$ cat src/rtl/zol_pkg.sv
package zol_pkg;
  localparam int ADDR_W  = 32;
  localparam int CNT_W   = 12;
  localparam int INSN_B  = 2;
  localparam int TAIL_N  = 3;

  typedef enum logic [1:0] {
    REG_START = 2'd0,
    REG_END   = 2'd1,
    REG_COUNT = 2'd2,
    REG_NONE  = 2'd3
  } reg_sel_e;

  typedef enum logic [1:0] {
    SLOT_OPEN      = 2'd0,
    SLOT_BERR_ONLY = 2'd1,
    SLOT_CLOSED    = 2'd2
  } slot_e;
endpackage

$ cat src/rtl/zol_regs.sv
module zol_regs
  import zol_pkg::*;
#(
  parameter int AW = ADDR_W,
  parameter int CW = CNT_W
) (
  input  logic          clk,
  input  logic          rst_n,
  input  logic          wr_en,
  input  logic [1:0]    wr_sel,
  input  logic [AW-1:0] wr_data,
  input  logic          dec_en,
  output logic [AW-1:0] start_q,
  output logic [AW-1:0] end_q,
  output logic [CW-1:0] cnt_q
);
  logic [AW-1:0] start_d, end_d;
  logic [CW-1:0] cnt_d;
  logic          start_en, end_en, cnt_en;

  always_comb begin
    start_en = wr_en && (wr_sel == REG_START);
    end_en   = wr_en && (wr_sel == REG_END);
    cnt_en   = dec_en || (wr_en && (wr_sel == REG_COUNT));
    start_d  = wr_data;
    end_d    = wr_data;
    if (wr_en && (wr_sel == REG_COUNT)) cnt_d = wr_data[CW-1:0];
    else                                cnt_d = cnt_q - CW'(1);
  end

  always_ff @(posedge clk or negedge rst_n) begin
    if (!rst_n) begin
      start_q <= '0;
      end_q   <= '0;
      cnt_q   <= '0;
    end else begin
      if (start_en) start_q <= start_d;
      if (end_en)   end_q   <= end_d;
      if (cnt_en)   cnt_q   <= cnt_d;
    end
  end
endmodule

$ cat src/rtl/zol_turn.sv
module zol_turn
  import zol_pkg::*;
#(
  parameter int AW = ADDR_W,
  parameter int CW = CNT_W
) (
  input  logic          fetch_valid,
  input  logic [AW-1:0] fetch_pc,
  input  logic          branch_taken,
  input  logic [AW-1:0] branch_target,
  input  logic [AW-1:0] start_q,
  input  logic [AW-1:0] end_q,
  input  logic [CW-1:0] cnt_q,
  output logic          redirect,
  output logic          dec_en
);
  logic at_end, back_branch, more_passes;

  always_comb begin
    at_end      = fetch_valid && (fetch_pc == end_q) && (cnt_q != '0);
    back_branch = branch_taken && (branch_target <= start_q);
    more_passes = (cnt_q > CW'(1));
    dec_en      = at_end && !back_branch;
    redirect    = at_end && !branch_taken && more_passes;
  end
endmodule

$ cat src/rtl/zol_slot.sv
module zol_slot
  import zol_pkg::*;
#(
  parameter int AW = ADDR_W
) (
  input  logic          clk,
  input  logic          rst_n,
  input  logic          redirect,
  input  logic          ex_valid,
  input  logic [AW-1:0] ex_pc,
  input  logic [AW-1:0] end_q,
  output logic          irq_ok,
  output logic          berr_ok
);
  slot_e phase_q, phase_d;
  logic  pend_q, pend_d;
  logic  turn_done;

  always_comb begin
    turn_done = ex_valid && pend_q && (ex_pc == end_q);
    pend_d    = pend_q;
    if (turn_done) pend_d = 1'b0;
    if (redirect)  pend_d = 1'b1;
    phase_d = phase_q;
    if (ex_valid) begin
      unique case (phase_q)
        SLOT_OPEN:      phase_d = turn_done ? SLOT_BERR_ONLY : SLOT_OPEN;
        SLOT_BERR_ONLY: phase_d = SLOT_CLOSED;
        SLOT_CLOSED:    phase_d = SLOT_OPEN;
        default:        phase_d = SLOT_OPEN;
      endcase
    end
    irq_ok  = (phase_q == SLOT_OPEN);
    berr_ok = (phase_q != SLOT_CLOSED);
  end

  always_ff @(posedge clk or negedge rst_n) begin
    if (!rst_n) begin
      phase_q <= SLOT_OPEN;
      pend_q  <= 1'b0;
    end else begin
      if (ex_valid)          phase_q <= phase_d;
      if (redirect || turn_done) pend_q <= pend_d;
    end
  end
endmodule

$ cat src/rtl/zol_rules.sv
module zol_rules
  import zol_pkg::*;
#(
  parameter int AW     = ADDR_W,
  parameter int IBYTES = INSN_B,
  parameter int TAIL   = TAIL_N
) (
  input  logic          clk,
  input  logic          rst_n,
  input  logic          armed,
  input  logic          fetch_valid,
  input  logic [AW-1:0] fetch_pc,
  input  logic          fetch_pcrel,
  input  logic          fetch_callret,
  input  logic          branch_taken,
  input  logic [AW-1:0] branch_target,
  input  logic [AW-1:0] start_q,
  input  logic [AW-1:0] end_q,
  output logic          viol_q
);
  localparam int            SH        = $clog2(IBYTES);
  localparam logic [AW-1:0] TAIL_SPAN = AW'((TAIL - 1) * IBYTES);
  localparam logic [AW-1:0] LONG_MIN  = AW'(TAIL + 1);
  localparam logic [AW-1:0] PCREL_GAP = AW'(2);

  logic [AW-1:0] len, pos, tdiff;
  logic          in_body, long_loop, pcrel_bad, tgt_tail, flow_bad, viol_d;

  always_comb begin
    len       = ((end_q - start_q) >> SH) + AW'(1);
    pos       = (fetch_pc - start_q) >> SH;
    tdiff     = end_q - branch_target;
    in_body   = armed && fetch_valid && (fetch_pc >= start_q) && (fetch_pc <= end_q);
    long_loop = (len >= LONG_MIN);
    if (long_loop) pcrel_bad = fetch_pcrel && ((pos + PCREL_GAP) >= len);
    else           pcrel_bad = fetch_pcrel && (pos != '0);
    tgt_tail  = branch_taken && (branch_target >= start_q) &&
                (branch_target <= end_q) && (tdiff <= TAIL_SPAN);
    flow_bad  = long_loop && (fetch_callret || tgt_tail);
    viol_d    = in_body && (pcrel_bad || flow_bad);
  end

  always_ff @(posedge clk or negedge rst_n) begin
    if (!rst_n) viol_q <= 1'b0;
    else        viol_q <= viol_d;
  end
endmodule

$ cat src/rtl/zol_ctrl.sv
module zol_ctrl
  import zol_pkg::*;
#(
  parameter int AW      = ADDR_W,
  parameter int CW      = CNT_W,
  parameter int SYNC_N  = 2
) (
  input  logic          clk,
  input  logic          rst_n,
  input  logic          wr_en,
  input  logic [1:0]    wr_sel,
  input  logic [AW-1:0] wr_data,
  input  logic          fetch_valid,
  input  logic [AW-1:0] fetch_pc,
  input  logic          fetch_pcrel,
  input  logic          fetch_callret,
  input  logic          branch_taken,
  input  logic [AW-1:0] branch_target,
  input  logic          ex_valid,
  input  logic [AW-1:0] ex_pc,
  output logic          redirect,
  output logic [AW-1:0] redirect_pc,
  output logic [CW-1:0] rpt_cnt,
  output logic          loop_armed,
  output logic          irq_accept,
  output logic          berr_accept,
  output logic          rule_viol
);
  logic [SYNC_N-1:0] rst_sync;
  logic              rst_n_s;
  logic [AW-1:0]     start_q, end_q;
  logic [CW-1:0]     cnt_q;
  logic              dec_en;

  always_ff @(posedge clk or negedge rst_n) begin
    if (!rst_n) rst_sync <= '0;
    else        rst_sync <= {rst_sync[SYNC_N-2:0], 1'b1};
  end
  assign rst_n_s = rst_sync[SYNC_N-1];

  zol_regs #(.AW(AW), .CW(CW)) u_regs (
    .clk(clk), .rst_n(rst_n_s), .wr_en(wr_en), .wr_sel(wr_sel),
    .wr_data(wr_data), .dec_en(dec_en),
    .start_q(start_q), .end_q(end_q), .cnt_q(cnt_q)
  );

  zol_turn #(.AW(AW), .CW(CW)) u_turn (
    .fetch_valid(fetch_valid), .fetch_pc(fetch_pc),
    .branch_taken(branch_taken), .branch_target(branch_target),
    .start_q(start_q), .end_q(end_q), .cnt_q(cnt_q),
    .redirect(redirect), .dec_en(dec_en)
  );

  zol_slot #(.AW(AW)) u_slot (
    .clk(clk), .rst_n(rst_n_s), .redirect(redirect),
    .ex_valid(ex_valid), .ex_pc(ex_pc), .end_q(end_q),
    .irq_ok(irq_accept), .berr_ok(berr_accept)
  );

  zol_rules #(.AW(AW)) u_rules (
    .clk(clk), .rst_n(rst_n_s), .armed(loop_armed),
    .fetch_valid(fetch_valid), .fetch_pc(fetch_pc),
    .fetch_pcrel(fetch_pcrel), .fetch_callret(fetch_callret),
    .branch_taken(branch_taken), .branch_target(branch_target),
    .start_q(start_q), .end_q(end_q), .viol_q(rule_viol)
  );

  assign redirect_pc = start_q;
  assign rpt_cnt     = cnt_q;
  assign loop_armed  = (cnt_q != '0);
endmodule

$ cat config.mk
export PLATFORM = sky130hd
export DESIGN_NAME = zol_ctrl
export DESIGN_NICKNAME = d
export VERILOG_FILES = /design/src/rtl/zol_pkg.sv /design/src/rtl/zol_regs.sv /design/src/rtl/zol_turn.sv /design/src/rtl/zol_slot.sv /design/src/rtl/zol_rules.sv /design/src/rtl/zol_ctrl.sv
export SDC_FILE = /design/constraint.sdc
export NUM_CORES = 1
export LEC_CHECK = 0
export BUFFER_PORTS_ARGS = -buffer_cell sky130_fd_sc_hd__buf_2
export CAP_MARGIN = 20
export CORE_MARGIN = 2
export CORE_UTILIZATION = 60
export DETAILED_ROUTE_END_ITERATION = 8
export GPL_TIMING_DRIVEN = 0
export HOLD_SLACK_MARGIN = 0.05
export PLACE_DENSITY_LB_ADDON = 0.25
export SLEW_MARGIN = 30
export SYNTH_ARGS = -nofsm -noshare
export SYNTH_HDL_FRONTEND = slang
export SYNTH_SLANG_ARGS = --single-unit
$ cat constraint.sdc
create_clock -name clk -period 3 [get_ports clk]
set_input_delay 0.3 -clock clk [delete_from_list [all_inputs] [get_ports clk]]
set_output_delay 0.3 -clock clk [all_outputs]
set_load 0.1 [all_outputs]
---- Word level (Yosys, flattened, before mapping) ----
Index checks and enable logic that the tools add are counted.
operators by class
  add/subtract/negate cells ............... 6
  $lt $le $gt $ge ......................... 9
  equality and inequality tests ........... 6
  mux-type cells .......................... 6
  reductions and logical operators ........ 33
operator list
  kind                                                            count
  >= comparator 32 bit                                            3
  <= comparator 32 bit                                            3
  subtractor 32 bit                                               3
  == test 32 bit                                                  2
  adder 31 x 1 -> 32 bit, second input constant                   1
  adder 31 x 2 -> 32 bit, second input constant                   1
  >= comparator 32 x 3 -> 1 bit, second input constant            1
  <= comparator 32 x 3 -> 1 bit, second input constant            1
  nonzero test 32 bit                                             1
  logical AND 1 bit                                               21
  greater-than comparator 12 x 1 -> 1 bit, second input constant  1
  2-to-1 mux 12 bit                                               1
  nonzero test 12 bit                                             1
  subtractor 12 x 1 -> 12 bit, second input constant              1
  == test 2 x 1 -> 1 bit, second input constant                   2
  zero test 2 bit                                                 2
  logical OR 1 bit                                                4
  2-to-1 mux 1 bit                                                4
  case mux 2 bit (2 select lines)                                 1
  == test 2 bit, second input constant                            1
  zero test 1 bit                                                 2
  != test 2 bit, second input constant                            1
  AND reduction 2 bit                                             1
  nonzero test 2 bit                                              1
storage, ports and cells
  flip-flop bits (word level) ............. 82
  input bits .............................. 138
  output and inout port bits .............. 49
  logic and storage cells ................. 67

---- Logic depth before layout (Yosys ltp) ----
  depth after elaboration ................. 8
  mapped depth ............................ 27
  mapped depth without buffers ............ 27

---- By module ----
A second synthesis with hierarchy kept.
second synthesis, totals
  cells, all modules ...................... 1,779
  area total of the unflattened synthesis .. 14,231.1 um^2
modules (own cells, without submodules)
  module     times used  cells an instance  area each (um^2)  sequential area each (um^2)
  zol_rules  1           1,345              9,386.5           25.0
  zol_regs   1           213                3,071.7           1,901.8
  zol_turn   1           159                1,218.7           0.0
  zol_slot   1           55                 476.7             75.1
  zol_ctrl   1           7                  77.6              50.0

---- Least setup slack after synthesis ----
Ideal clock, no wire load.
  path type ............................... reg-to-reg
  start ................................... reg u_regs.start_q[1]
  end ..................................... reg u_rules.viol_q
  setup time .............................. 0.138 ns
  arrival ................................. 5.885 ns
  data required time ...................... 2.862 ns
  slack ................................... -3.023 ns
  stages on the path, launching flop included .. 23
  buffers on the path ..................... 1
  clock period less this slack ............ 6.023 ns
  cells stage by stage .................... dfrtp_1 -> inv_1 -> fa_1 -> a21o_1 -> a311o_1 -> a221oi_1 -> nand2_1 -> xor2_1 -> nand4_1 -> or3_1 -> clkbuf_1 -> nor3_1 -> nand3_1 -> xor2_1 -> ha_1 -> a21o_1 -> a21oi_1 -> o211ai_1 -> a21oi_1 -> o21bai_1 -> o21bai_1 -> o21ai_0 -> mux2i_1
between the ends
  cells in the longest elaborated chain, start to end .. 8
  elaborated cells on any way between the ends .. 21
  those cells by class .................... add/sub: 4; order compare: 4; mux: 1; reduce/logical: 12
RTL lines
  what                                                       line             text
  start: declaration                                         zol_regs.sv:13   output logic [AW-1:0] start_q,
  start signal: assignment                                   zol_regs.sv:37   if (start_en) start_q <= start_d;
  branches (longest 7 deep; another with subtractor 32 bit)  --
  logical AND 1 bit (*)                                      zol_rules.sv:40  viol_d = in_body && (pcrel_bad || flow_bad);
  named net u_rules.viol_d                                   zol_rules.sv:27  logic in_body, long_loop, pcrel_bad, tgt_tail, flow_bad, viol_d;
  end signal: assignment                                     zol_rules.sv:45  else viol_q <= viol_d;
  end: declaration                                           zol_rules.sv:19  output logic viol_q
Mark *: on every way through the listed nets, which the timed path passes.
A chain may end at the register's enable or synchronous reset.

---- Worst setup path after layout ----
  start ................................... reg u_regs.start_q[0]
  end ..................................... reg u_rules.viol_q
The elaborated chain is that of the path after synthesis.

==> results_dict.tcl <==
set metrics [dict create \
    status "finished with violations" \
    failed_checks "negative setup slack" \
    max_freq_ghz 0.181 \
    place_congestion 1.01 \
    holdCritStartpoint "wr_data[13]" \
    cts.path.max_buffers 2 \
    p_comb_frac 0.756 \
    dieArea_mm2 0.0228 \
    drt-initial-drc-count 1487 \
    synth-main-ff-cell "dfrtp_1" \
    syn_nets 2014 \
    ioPinCount 187 \
    dr.pass1.iters 7 \
    final_common_cell "buf_2" \
    setup_viol 13 \
    wire_per_inst_um 20.8 \
    first_global_vias 13397 \
    leakagePower_nw 7.44 \
    powerDensity_mw_per_mm2 763 \
    grt_pass1_wl_mm 69.4 \
    numCtsBuffers 9 \
    ir_worst_vdd_mv 0.403 \
    htree_levels 3 \
    grt_max_degree 51 \
    synth_cells 1679 \
    cp-end-kind "register" \
    rr_startpoint "u_regs.start_q[0]$_DFFE_PN0P_" \
    antenna_found_initial 1 \
    worst_pin_slew_ns 0.861 \
    hold_viol 0 \
    grt.total_usage 0.391 \
    drc 0 \
    worst_slack_ns -2.52 \
    cp-endpoint "u_rules.viol_q$_DFF_PN0_" \
    die_h_um 151 \
    start_util 0.614 \
    rows 53 \
    finalPower_mw 12.1 \
    grt_overflow 0 \
    final_antenna_net_count 0 \
    period_minus_slack_ns 5.52 \
    io_buffers 186 \
    r2r_end "u_rules.viol_q$_DFF_PN0_" \
    numClockSinks 82 \
    die_w_um 151 \
    cts_root_buf "clkbuf_16" \
    viasPerCell 6.52 \
    clock_skew_ns 0.0159 \
    p_sw_frac 0.538 \
    crit_arrival_ns 5.72 \
    yosysTopAreaCellShare 0.188 \
    synth_cell_type_count 84 \
    critPathRequiredTime_ns 3.20 \
    dp_hpwl_mm 36.7 \
    hold_path.class "in2reg" \
    via_count 14471 \
    yosys_warnings 0 \
    core_area_mm2 0.0212 \
    syn2layout_area_growth_pct 22.1 \
    cts.clk_slew.worst_paths_ns 0.07 \
    clock_power_share 0.110 \
    rsz0062_at_grt "yes" \
    synth_edf_count 0 \
    synthTopCellsByArea "ha_1 (19%), dfrtp_1 (16%), xor2_1 (5.3%), xnor2_1 (5.1%), a21oi_1 (4.9%)" \
    async_flop_share 1.00 \
    synth_top_area_cell "ha_1" \
    mostFrequentLayoutCells "buf_2 (188), ha_1 (187), nand2_1 (142)" \
    post-route-util 0.749 \
    drt_wl_total_mm 46.2 \
    crit_type "reg2reg" \
    cts_tree "built" \
    final_max_slew_viol_count 0 \
    cap_violations 0 \
    rr_worst_depth 24 \
    power.switching_mw 6.50 \
    startpoint "u_regs.start_q[0]$_DFFE_PN0P_" \
    drive_above_1_share 0.244 \
    relSlewSlack 0.424 \
    dp_slack_ns -2.91 \
    synth.avg_cell_area_um2 7.73 \
    syn_area_mm2 0.0130 \
    hold_ws_ns 0.174 \
    cp-start-kind "register" \
    ys_seq_area_frac 0.158 \
    power_frac_seq 0.134 \
    cp_max_fo 5 \
    clk-insertion-delay-late_ns 0.35 \
    synth_seq_cells 82 \
    r2r_slack_ns -2.52 \
    post-route-period-util 1.84 \
    intPower_mw 5.58 \
    nets 2272 \
]
## flip-flops by register name, indices dropped and copies added, names as in the netlist
register	flops
u_regs.end_q	32
u_regs.start_q	32
u_regs.cnt_q	12
rst_sync	2
u_slot.phase_q	2
u_rules.viol_q	1
u_slot.pend_q	1
## layout make-up
cell class	count	area [um^2]
Clock inverter	7	124
Timing Repair Buffer	250	1480
Buffer	46	214
Clock buffer	9	225
Multi-Input combinational cell	1413	10800
Fill cell	1608	5310
Antenna cell	2	5.00
Inverter	135	519
Tap cell	275	344
Sequential cell	82	2110
## timing repair
item                                    CTS  global route
endpoints found under the hold margin     2             0
gates resized for setup                  78            32
pin swaps                                37            14
hold buffers                              1             0
setup buffers                            42            20
endpoints found under the setup margin   14            14
cloned                                    0             0
## how the worst min path moves through the flow
stage                                     endpoint  slack, ns  cells past startpoint
detailed placement           rst_sync[0]$_DFF_PN0_       0.09                      1
global placement             rst_sync[1]$_DFF_PN0_       0.08                      1
floorplan                    rst_sync[0]$_DFF_PN0_      0.004                      0
CTS                 u_regs.start_q[26]$_DFFE_PN0P_       0.17                      3
global route        u_regs.start_q[26]$_DFFE_PN0P_       0.18                      3
finish              u_regs.start_q[13]$_DFFE_PN0P_       0.17                      3
## cells in the mapped netlist, types with 21 or more instances
cell      number
a21o_1        80
a21oi_1      127
clkbuf_1      39
dfrtp_1       82
ha_1         195
inv_1        135
mux2_2        38
nand2_1      146
nand3_1       41
nand4_1       59
nor2_1        95
nor2b_1       22
nor3_1        47
nor4_1        27
o21a_1        21
o21ai_0      103
xnor2_1       75
xor2_1        78
## power groups by stage
stage               clock network (mW)  logic, mW  registers [mW]
finish                            1.33       9.14            1.62
global route                      1.37       9.93            1.63
CTS                               1.34       8.69            1.60
detailed placement                   0       8.13            1.61
global placement                     0       7.91            1.61
floorplan                            0       5.52            2.27
## stage by stage
stage / setup TNS, ns / cells / area, um^2
after floorplan: -3.65 / 1679 / 13100
after global placement: -50.08 / 2140 / 14400
after detailed placement: -9.33 / 2141 / 14500
after CTS: -3.59 / 2197 / 15500
after global routing: -7.65 / 2218 / 15800
final: -6.46 / 2219 / 15800
## per-layer routing
layer,vias to the layer above,part of all wire,wire [um],global-route usage
li1,6674,-,-,-
met1,6851,0.41,18900,0.518
met2,800,0.45,20900,0.634
met3,146,0.085,3930,0.0518
met4,0,0.053,2440,0.185
met5,-,0,0,0
## critical path, stage by stage (launching register included)
cell      delay (ns)
dfrtp_2         0.44
nor2b_4         0.18
inv_2           0.04
fa_2            0.33
a21o_1          0.20
a311o_1         0.42
buf_4           0.17
a221oi_4        0.29
nand2_1         0.19
xor2_4          0.18
nand4_1         0.23
or3_1           0.46
buf_6           0.14
buf_4           0.15
nor2_1          0.10
nand4_1         0.13
xnor2_1         0.19
ha_1            0.32
a21o_1          0.18
a211o_1         0.32
a21oi_1         0.16
o21bai_1        0.08
o21bai_4        0.18
o21ai_1         0.15
mux2i_1         0.13
## cells by family (layout without fill, tap and decap cells)
logic type	Yosys count	count (layout)	synth area share
DFF	82	82	0.158
other	1	3	0.000289
muxes	45	45	0.0384
adders and majority gates	197	197	0.191
buffers and inverters	184	447	0.0558
AOI/OAI and AO/OA	475	475	0.237
xor gates and xnor gates	154	154	0.104
and+or+nand+nor	541	541	0.215
Note: power is estimated with default switching activity, not from simulation.
